File: src/rtl/rf_alu_pkg.sv
// Package rf_alu_pkg
// Shared encodings for the execute datapath. Assumes a 3-bit ALU
// function field driven by an external decoder.
package rf_alu_pkg;

    localparam int ALU_OP_W = 3;

    typedef enum logic [ALU_OP_W-1:0] {
        ALU_ADD = 3'b000,
        ALU_SUB = 3'b001,
        ALU_OR  = 3'b010
    } alu_op_e;

endpackage

File: src/rtl/rf_regfile.sv
// Module rf_regfile
// Register file with NRD combinational read ports and one write port.
// Entry 0 is hard-wired to zero: it is never written and always reads 0.
// Assumes write controls are stable around the rising clock edge.
module rf_regfile #(
    parameter int REG_CNT = 32,
    parameter int DATA_W  = 32,
    parameter int NRD     = 2
) (
    input  logic                                    clk,
    input  logic                                    rst_n,
    input  logic                                    wr_en,
    input  logic [$clog2(REG_CNT)-1:0]              wr_addr,
    input  logic [DATA_W-1:0]                       wr_data,
    input  logic [NRD-1:0][$clog2(REG_CNT)-1:0]     rd_addr,
    output logic [NRD-1:0][DATA_W-1:0]              rd_data
);

    localparam int AW = $clog2(REG_CNT);

    logic [REG_CNT-1:0][DATA_W-1:0] regs;

    // Storage update: synchronous clear, then guarded writes skipping entry 0
    always_ff @(posedge clk) begin
        if (!rst_n) begin
            regs <= '0;
        end else if (wr_en && (wr_addr != AW'(0))) begin
            regs[wr_addr] <= wr_data;
        end
    end

    // One combinational read mux per port, entry 0 forced to zero
    for (genvar p = 0; p < NRD; p++) begin : g_rd
        always_comb begin
            if (rd_addr[p] == AW'(0)) begin
                rd_data[p] = '0;
            end else begin
                rd_data[p] = regs[rd_addr[p]];
            end
        end
    end

endmodule

File: src/rtl/rf_imm_ext.sv
// Module rf_imm_ext
// Widens an IMM_W-bit immediate to DATA_W bits, either by zero fill
// or by replicating its top bit. Assumes DATA_W > IMM_W.
module rf_imm_ext #(
    parameter int IMM_W  = 16,
    parameter int DATA_W = 32
) (
    input  logic [IMM_W-1:0]  imm,
    input  logic              sext,
    output logic [DATA_W-1:0] wide
);

    localparam int PAD_W = DATA_W - IMM_W;

    // Choose the fill bit for the upper part and concatenate
    always_comb begin
        if (sext) begin
            wide = {{PAD_W{imm[IMM_W-1]}}, imm};
        end else begin
            wide = {{PAD_W{1'b0}}, imm};
        end
    end

endmodule

File: src/rtl/rf_alu.sv
// Module rf_alu
// Combinational ALU: add, subtract (a - b) and OR, all modulo 2^DATA_W.
// Unassigned function codes yield zero. Flags an all-zero result.
module rf_alu
    import rf_alu_pkg::*;
#(
    parameter int DATA_W = 32
) (
    input  logic [DATA_W-1:0]   opa,
    input  logic [DATA_W-1:0]   opb,
    input  logic [ALU_OP_W-1:0] op,
    output logic [DATA_W-1:0]   res,
    output logic                zero
);

    // Function select
    always_comb begin
        case (op)
            ALU_ADD: res = opa + opb;
            ALU_SUB: res = opa - opb;
            ALU_OR:  res = opa | opb;
            default: res = '0;
        endcase
    end

    // Zero detect on the selected result
    always_comb begin
        zero = ~|res;
    end

endmodule

File: src/rtl/rf_alu_datapath.sv
// Module rf_alu_datapath
// Execute and write-back datapath of a single-cycle load/store core:
// register file, immediate widener, ALU and the steering muxes.
// Assumes an external decoder drives all controls and holds them for a
// full clock period; data memory lives outside the block.
module rf_alu_datapath
    import rf_alu_pkg::*;
#(
    parameter int REG_CNT = 32,
    parameter int DATA_W  = 32,
    parameter int IMM_W   = 16
) (
    input  logic                       clk,
    input  logic                       rst_n,
    input  logic [$clog2(REG_CNT)-1:0] rs_idx,
    input  logic [$clog2(REG_CNT)-1:0] rt_idx,
    input  logic [$clog2(REG_CNT)-1:0] rd_idx,
    input  logic [IMM_W-1:0]           imm_in,
    input  logic                       ctl_wr_en,
    input  logic                       ctl_dst_rd,
    input  logic                       ctl_use_imm,
    input  logic                       ctl_sext,
    input  logic                       ctl_load,
    input  logic [ALU_OP_W-1:0]        ctl_alu_op,
    input  logic [DATA_W-1:0]          ld_data,
    output logic [DATA_W-1:0]          mem_addr,
    output logic [DATA_W-1:0]          st_data,
    output logic                       alu_zero
);

    localparam int AW  = $clog2(REG_CNT);
    localparam int NRD = 2;
    localparam int PORT_A = 0;
    localparam int PORT_B = 1;

    logic [NRD-1:0][AW-1:0]     rd_addr;
    logic [NRD-1:0][DATA_W-1:0] rd_data;
    logic [AW-1:0]              wr_addr;
    logic [DATA_W-1:0]          wb_data;
    logic [DATA_W-1:0]          imm_wide;
    logic [DATA_W-1:0]          opb;
    logic [DATA_W-1:0]          alu_res;

    // Read-port index wiring
    always_comb begin
        rd_addr[PORT_A] = rs_idx;
        rd_addr[PORT_B] = rt_idx;
    end

    // Destination register select
    always_comb begin
        wr_addr = ctl_dst_rd ? rd_idx : rt_idx;
    end

    // Second ALU operand select
    always_comb begin
        opb = ctl_use_imm ? imm_wide : rd_data[PORT_B];
    end

    // Write-back source select
    always_comb begin
        wb_data = ctl_load ? ld_data : alu_res;
    end

    // Outputs toward data memory
    always_comb begin
        mem_addr = alu_res;
        st_data  = rd_data[PORT_B];
    end

    rf_regfile #(
        .REG_CNT (REG_CNT),
        .DATA_W  (DATA_W),
        .NRD     (NRD)
    ) u_regs (
        .clk     (clk),
        .rst_n   (rst_n),
        .wr_en   (ctl_wr_en),
        .wr_addr (wr_addr),
        .wr_data (wb_data),
        .rd_addr (rd_addr),
        .rd_data (rd_data)
    );

    rf_imm_ext #(
        .IMM_W  (IMM_W),
        .DATA_W (DATA_W)
    ) u_ext (
        .imm  (imm_in),
        .sext (ctl_sext),
        .wide (imm_wide)
    );

    rf_alu #(
        .DATA_W (DATA_W)
    ) u_alu (
        .opa  (rd_data[PORT_A]),
        .opb  (opb),
        .op   (ctl_alu_op),
        .res  (alu_res),
        .zero (alu_zero)
    );

endmodule

File: config.mk
export PLATFORM = sky130hd
export DESIGN_NAME = rf_alu_datapath
export DESIGN_NICKNAME = d
export VERILOG_FILES = /design/src/rtl/rf_alu_pkg.sv /design/src/rtl/rf_regfile.sv /design/src/rtl/rf_imm_ext.sv /design/src/rtl/rf_alu.sv /design/src/rtl/rf_alu_datapath.sv
export SDC_FILE = /design/constraint.sdc
export NUM_CORES = 2
export LEC_CHECK = 0
export BUFFER_PORTS_ARGS = -buffer_cell sky130_fd_sc_hd__clkbuf_2
export CELL_PAD_IN_SITES_DETAIL_PLACEMENT = 0
export CELL_PAD_IN_SITES_GLOBAL_PLACEMENT = 1
export CORE_MARGIN = 5
export CORE_UTILIZATION = 45
export CTS_CLUSTER_DIAMETER = 80
export DETAILED_ROUTE_END_ITERATION = 16
export PLACE_DENSITY_LB_ADDON = 0.1
export SETUP_SLACK_MARGIN = 0.05
export SYNTH_ARGS = -nofsm -noshare
export SYNTH_HDL_FRONTEND = slang
export SYNTH_SLANG_ARGS = --single-unit
File: constraint.sdc
create_clock -name clk -period 13.6 [get_ports clk]
set_input_delay 2.72 -clock clk [delete_from_list [all_inputs] [get_ports clk]]
set_output_delay 2.72 -clock clk [all_outputs]
set_load 0.01 [all_outputs]
Yosys cells after proc, flatten, opt, wreduce, memory -nomap -nowiden
Cells that the tools add are included.
{"block": "op_classes", "n_addsub": 2, "multipliers": 0, "n_div": 0, "magnitude_cmp": 4, "eq_ne": 2, "n_shift": 0, "mux": 14, "n_bitwise": 1, "n_reduce_logical": 8}
{"operator": "bitwise mux 1024 bit", "n": 1}
{"operator": "binary-select mux 32 bit (select 5 bit)", "n": 2}
{"operator": "two-way mux 32 bit", "n": 8}
{"operator": "demux 32 bit (select 5 bit)", "n": 1}
{"operator": "one-hot mux 32 bit (3 select lines)", "n": 1}
{"operator": "adder 32 bit", "n": 1}
{"operator": "OR 32 bit", "n": 1}
{"operator": "OR reduction 32 bit", "n": 1}
{"operator": "subtractor 32 bit", "n": 1}
{"operator": "< comparator 5 x 6 -> 1 bit (second input constant)", "n": 3}
{"operator": "logical NOT 5 bit", "n": 2}
{"operator": ">= comparator 5 x 1 -> 1 bit (second input constant)", "n": 1}
{"operator": "two-way mux 5 bit", "n": 1}
{"operator": "nonzero test 5 bit", "n": 1}
{"operator": "== test 3 x 1 -> 1 bit (second input constant)", "n": 1}
{"operator": "== test 3 x 2 -> 1 bit (second input constant)", "n": 1}
{"operator": "logical NOT 3 bit", "n": 1}
{"operator": "logical AND 1 bit", "n": 2}
{"operator": "logical NOT 1 bit", "n": 1}
{"block": "totals", "ff_bits": 1024, "latch_bits": 0, "ramBits": 0, "romBits": 0, "inputBits": 73, "out_inout_bits": 65, "elab_cells": 63, "memories": 0}

Longest topological paths before layout
{"block": "logic_depth", "word_depth": 8, "mapped_depth": 31, "mapped_depth_nobuf": 24}

Hierarchy
Synthesis repeated with hierarchy kept, for this count alone.
{"block": "unflattened", "hier_cells": 6392, "area_unflattened_um2": 58237.1}
{"mod": "rf_regfile", "instances": 1, "cells_per_inst": 5866, "area_each_um2": 54119.4, "seq_area_each_um2": 20499.7}
{"mod": "rf_alu", "instances": 1, "cells_per_inst": 417, "area_each_um2": 2733.9, "seq_area_each_um2": 0.0}
{"mod": "rf_alu_datapath", "instances": 1, "cells_per_inst": 77, "area_each_um2": 1144.8, "seq_area_each_um2": 0.0}
{"mod": "rf_imm_ext", "instances": 1, "cells_per_inst": 32, "area_each_um2": 239.0, "seq_area_each_um2": 0.0}

Worst setup path after synthesis
No wires, ideal clock.
{"block": "synth_path", "kind": "input-to-output", "startpoint": "input rt_idx[0]", "endpoint": "output alu_zero", "arrival_ps": 9090, "required_time_ps": 10880, "slack_ps": 1790, "cell_stages": 30, "path_buffers": 6, "cell_sequence": "buf_6 -> buf_6 -> buf_4 -> buf_4 -> buf_4 -> mux2_2 -> o22ai_1 -> nor3_1 -> o221ai_1 -> inv_1 -> mux2i_1 -> ha_1 -> or4b_4 -> nor4_4 -> nand3_1 -> o31ai_1 -> xnor2_1 -> ha_1 -> clkbuf_1 -> a21o_1 -> a211oi_1 -> o21ai_0 -> a221oi_1 -> nand3_1 -> xnor2_1 -> o22ai_1 -> or2_2 -> nor4_1 -> nand3_1 -> nor4_2"}
{"block": "synth_via", "elab_chain_cells": 8, "elab_cells_between_ends": 11, "cone_classes": "add/sub: 2; mux: 5; bitwise: 1; reduce/logical: 3"}
{"element": "start, declared", "line": "rf_alu_datapath.sv:16", "rtl": "input logic [$clog2(REG_CNT)-1:0] rt_idx,"}
{"element": "binary-select mux 32 bit (select 5 bit)", "line": "rf_regfile.sv:38", "rtl": "rd_data[p] = regs[rd_addr[p]];"}
{"element": "two-way mux 32 bit (implied by the code)", "line": "rf_regfile.sv:38"}
{"element": "two-way mux 32 bit *", "line": "rf_regfile.sv:35", "rtl": "if (rd_addr[p] == AW'(0)) begin"}
{"element": "net st_data[1]", "line": "rf_alu_datapath.sv:27", "rtl": "output logic [DATA_W-1:0] st_data,"}
{"element": "two-way mux 32 bit *", "line": "rf_alu_datapath.sv:57", "rtl": "opb = ctl_use_imm ? imm_wide : rd_data[PORT_B];"}
{"element": "subtractor 32 bit or adder 32 bit (tied branches)", "line": "rf_alu.sv:20, rf_alu.sv:19"}
{"element": "one-hot mux 32 bit (3 select lines) *", "line": "rf_alu.sv:18", "rtl": "case (op)"}
{"element": "net mem_addr[26]", "line": "rf_alu_datapath.sv:26", "rtl": "output logic [DATA_W-1:0] mem_addr,"}
{"element": "OR reduction 32 bit *", "line": "rf_alu.sv:28", "rtl": "zero = ~|res;"}
{"element": "logical NOT 1 bit *", "line": "rf_alu.sv:28"}
{"element": "end, declared", "line": "rf_alu_datapath.sv:28", "rtl": "output logic alu_zero"}
Mark *: on every way through the listed nets, which the timed path passes. The rest lies on a longest branch. The select of a mux whose other input is x is not followed.

Worst setup path after layout
{"block": "layout_path", "startpoint": "input rt_idx[0]", "endpoint": "output alu_zero"}
{"block": "layout_via", "elab_chain_cells": 8, "elab_cells_between_ends": 11, "cone_classes": "add/sub: 2; mux: 5; bitwise: 1; reduce/logical: 3"}
{"element": "binary-select mux 32 bit (select 5 bit)", "line": "rf_regfile.sv:38"}
{"element": "two-way mux 32 bit (implied by the code)", "line": "rf_regfile.sv:38"}
{"element": "two-way mux 32 bit *", "line": "rf_regfile.sv:35"}
{"element": "two-way mux 32 bit *", "line": "rf_alu_datapath.sv:57"}
{"element": "subtractor 32 bit, or another cell as far along", "line": "rf_alu.sv:20", "rtl": "ALU_SUB: res = opa - opb;"}
{"element": "one-hot mux 32 bit (3 select lines) *", "line": "rf_alu.sv:18"}
{"element": "OR reduction 32 bit *", "line": "rf_alu.sv:28"}
{"element": "logical NOT 1 bit *", "line": "rf_alu.sv:28"}
Every way passes the cells marked *; elsewhere a longest branch is shown, timed or not. The select of a mux whose other input is x is not followed.

==> impl_metrics.py <==
metrics = {
    "run_status": {
        "status": "finished clean",
    },
    "synth": {
        "synthArstFlopShare_pct": 0,
        "synth_area_leaders": "dfxtp_1 (35%), mux4_2 (18%), nand2_1 (13%)",
        "syn_nets": 6480,
        "seq_area_frac_synth_pct": 35.3,
        "synth_edf_count": 0,
        "synth_seq_cells": 1024,
        "synth.top_cell.area_share_pct": 35.3,
        "synth.top_cells.by_count": "nand2_1 (1983), dfxtp_1 (1024), a21boi_0 (870)",
        "synth_area_per_cell_um2": 9.10,
        "yosys_warnings": 0,
        "dominantRegCellSynth": "dfxtp_1",
        "syn_inst": 6372,
        "synth_cell_types": 86,
        "synth_most_common_cell": "nand2_1",
        "synth_area_leader_cell": "dfxtp_1",
        "synth.cell_area_um2": 58000,
    },
    "detailed_routing": {
        "finalWirelength_mm": 249,
        "drc": 0,
        "avgViaCountPerCell": 6.45,
        "first_pass_iters": 7,
        "num_vias": 51300,
        "wire_per_inst_um": 31.3,
        "drt.antenna.violating_nets": 0,
        "drtIter0Drc": 7468,
    },
    "global_routing": {
        "grt_pass1_vias": 47700,
        "grtUsageTotal_pct": 35.4,
        "antenna_found_initial": 11,
        "grt_overflow": 0,
        "grt_pass1_wl_mm": 353,
        "grt_max_degree": 234,
    },
    "clock_network": {
        "clkLatencyLatePin_ns": 0.78,
        "numCtsBuffers": 118,
        "ctsHoldBuffers": 0,
        "clockBufferDepth": 3,
        "htree_levels": 3,
        "ctsRootBufferMaster": "clkbuf_16",
        "clkSinkCount": 1024,
        "cts_tree": "yes",
        "clk_pin_slew_ns": 0.06,
    },
    "critical_path": {
        "rr_startpoint": "u_regs.regs[65]",
        "crit_path_top_delay_cell": "a211oi_1",
        "rrSetupSlack_ns": 5.97,
        "endpoint_kind": "output pin",
        "critPathKind": "in -> out",
        "worst_path_largest_cell_delay_ns": 0.83,
        "reg2regPathDepth": 24,
        "critPathTopFamily": "simple AND/OR/NAND/NOR gates",
        "crit_buf_inv": 3,
        "cp.arrival_ns": 10.52,
        "cp_cell_sequence": "buf_8 -> buf_4 -> mux4_2 -> mux2i_1 -> o22ai_1 -> a211oi_1 -> nor2_1 -> or4bb_1 -> nor4_4 -> nor2_1 -> xnor2_1 -> ha_1 -> nand4_1 -> nor4_1 -> o41ai_1 -> a31oi_1 -> a311o_1 -> or3_1 -> a21oi_1 -> a311o_1 -> or3_1 -> nor4_2 -> clkbuf_2",
        "crit_end": "alu_zero",
        "crit_start": "rt_idx[0]",
        "rr_endpoint": "u_regs.regs[351]",
        "cp.required_ns": 10.88,
        "crit_fanout": 46,
        "start_kind": "primary input",
        "cp.depth": 23,
    },
    "sta": {
        "period_share_pct": 97.4,
        "relSlewSlack_pct": 13.5,
        "max_freq_mhz": 75.5,
        "worst_pin_slew_ns": 1.30,
        "period_minus_slack_ns": 13.24,
        "grt_setup_unrepaired": "false",
        "drv_slew": 0,
        "final.setup_skew_ns": 0.0602,
        "hold_slack_ns": 0.459,
        "final-hold-violation-count": 0,
        "layout_setup_ws_ns": 0.355,
        "setup_viol": 0,
    },
    "cells_and_area": {
        "layout.cells.non_filler": 7954,
        "layout-drive-gt1-share_pct": 18.0,
        "top_regs": "u_regs.regs x1024",
        "fin_util_pct": 50.3,
        "nNetsFinal": 6293,
        "largest_reg_flops": 1024,
        "top_register": "u_regs.regs",
        "syn_to_final_growth_pct": 10.8,
    },
    "place": {
        "hpwlAfterDp_mm": 153,
        "gp_congestion": 0.925,
        "placed_cells": 7726,
        "port_buffers": 137,
        "post-place-ws_ns": 0.0187,
    },
    "power": {
        "p_leak_nw": 21.9,
        "swShare_pct": 27.1,
        "net-switching-power_mw": 2.00,
        "irDropWorstVdd_mv": 0.105,
        "power_frac_comb_pct": 11.0,
        "power_frac_clock_pct": 47.9,
        "seq_power_share_pct": 41.0,
        "p_per_area_nw_per_um2": 115,
        "internal-power_mw": 5.38,
    },
    "floorplanning": {
        "die_h_um": 369,
        "die_x_um": 369,
        "core_um2": 128000,
        "io_pins": 138,
        "initial_core_util_pct": 45.4,
        "dieArea_um2": 136000,
        "rows": 131,
    },
    "flow_run": {
        "cap_violations": 0,
    },
    "min_path": {
        "hp-class": "reg -> reg",
    },
}
worst min-delay path by stage:
| stage | start | end | depth (start not counted) |
|---|---|---|---|
| after CTS | u_regs.regs[0] | u_regs.regs[0] | 1 |
| final | u_regs.regs[15] | u_regs.regs[15] | 1 |
| after global placement | u_regs.regs[21] | u_regs.regs[21] | 1 |
| after global routing | u_regs.regs[7] | u_regs.regs[7] | 1 |
| after detailed placement | u_regs.regs[12] | u_regs.regs[12] | 1 |
| after floorplan | u_regs.regs[21] | u_regs.regs[21] | 1 |
layout by cell type (no fill, tap or decap), drive strengths merged, types with 19 or more instances in the layout:
cell / netlist / final
clkbuf: 425 / 295
o21a: 23 / 23
nor2: 116 / 116
nor3: 27 / 27
nand3: 111 / 111
inv: 35 / 37
o22ai: 25 / 25
buf: 190 / 178
ha: 34 / 34
a21o: 22 / 22
bufinv: 0 / 19
mux4: 483 / 483
xnor2: 28 / 28
mux2: 47 / 47
a22o: 29 / 29
and2: 105 / 105
dfxtp: 1024 / 1024
o311ai: 34 / 34
a21boi: 870 / 870
a22oi: 92 / 92
a31oi: 20 / 20
o21ai: 145 / 145
a21oi: 65 / 65
nand2: 1983 / 1983
clkinv: 0 / 34
mux2i: 190 / 190
per-stage QoR:
stage,power (mW),TNS (ns),cell area (um^2)
2_1_floorplan,3.59,0,58000
3_3_place_gp,3.89,-0.0143,59900
3_5_place_dp,3.89,0,59900
4_1_cts,7.38,0,64200
5_1_grt,7.55,0,64200
6_report,7.38,0,64300
power groups by stage:
| stage | logic (mW) | clock network (mW) | registers, mW |
|---|---|---|---|
| 6_report | 0.815 | 3.54 | 3.03 |
| 5_1_grt | 0.843 | 3.68 | 3.03 |
| 4_1_cts | 0.797 | 3.56 | 3.03 |
| 3_5_place_dp | 0.795 | 0 | 3.10 |
| 3_3_place_gp | 0.797 | 0 | 3.09 |
| 2_1_floorplan | 0.503 | 0 | 3.09 |
cells by family after synthesis:
group                    after synthesis  share of synthesized area (%)
AO/OA/AOI/OAI                       1433                           17.9
XOR/XNOR                              45                          0.679
adder cells (fa/ha/maj)               35                          0.768
multiplexers                         720                           23.0
flip-flops                          1024                           35.3
buffers and inverters                650                           4.84
AND/OR/NAND/NOR                     2465                           17.4
layer usage:
layer	track usage (%)	vias up	share of wire, %	wire length (um)
li1	-	22200	-	-
met1	49.6	25700	41	103000
met2	54.2	2899	44	110000
met3	7.78	548	11	27000
met4	12.2	8	3.8	9500
met5	0	-	0.022	56
repair_timing:
item / in CTS / in global routing
gates cloned: 0 / 0
setup endpoints to repair: 1 / 1
buffers inserted: 0 / 0
resized for setup: 1 / 2
area by class of cell:
class	count	area [um^2]
Fill cell	11900	63600
Clock inverter	59	851
Clock buffer	165	3420
Sequential cell	1024	20500
Antenna cell	3	7.51
Multi-Input combinational cell	4698	35100
Tap cell	1662	2080
Inverter	35	136
Timing Repair Buffer	308	2130
worst reg2reg max path, stage by stage (launching register included):
cell and delay (ns):
dfxtp_1 0.33, mux4_2 0.48, o22ai_1 0.16, nor3_1 0.09
o221ai_1 0.66, inv_1 0.17, mux2i_1 0.29, ha_1 0.26
or4b_4 0.53, nor4_4 0.43, nand3_1 0.30, o31ai_1 0.35
xnor2_1 0.11, ha_1 0.36, nand4_1 0.24, nor4_1 0.46
o41ai_1 0.27, a31oi_1 0.31, a311o_1 0.38, or3_1 0.16
a21oi_1 0.06, a311o_1 0.35, nor2_2 0.15, buf_4 0.40
o311ai_1 0.22
Power figures use the tool's default switching activity.
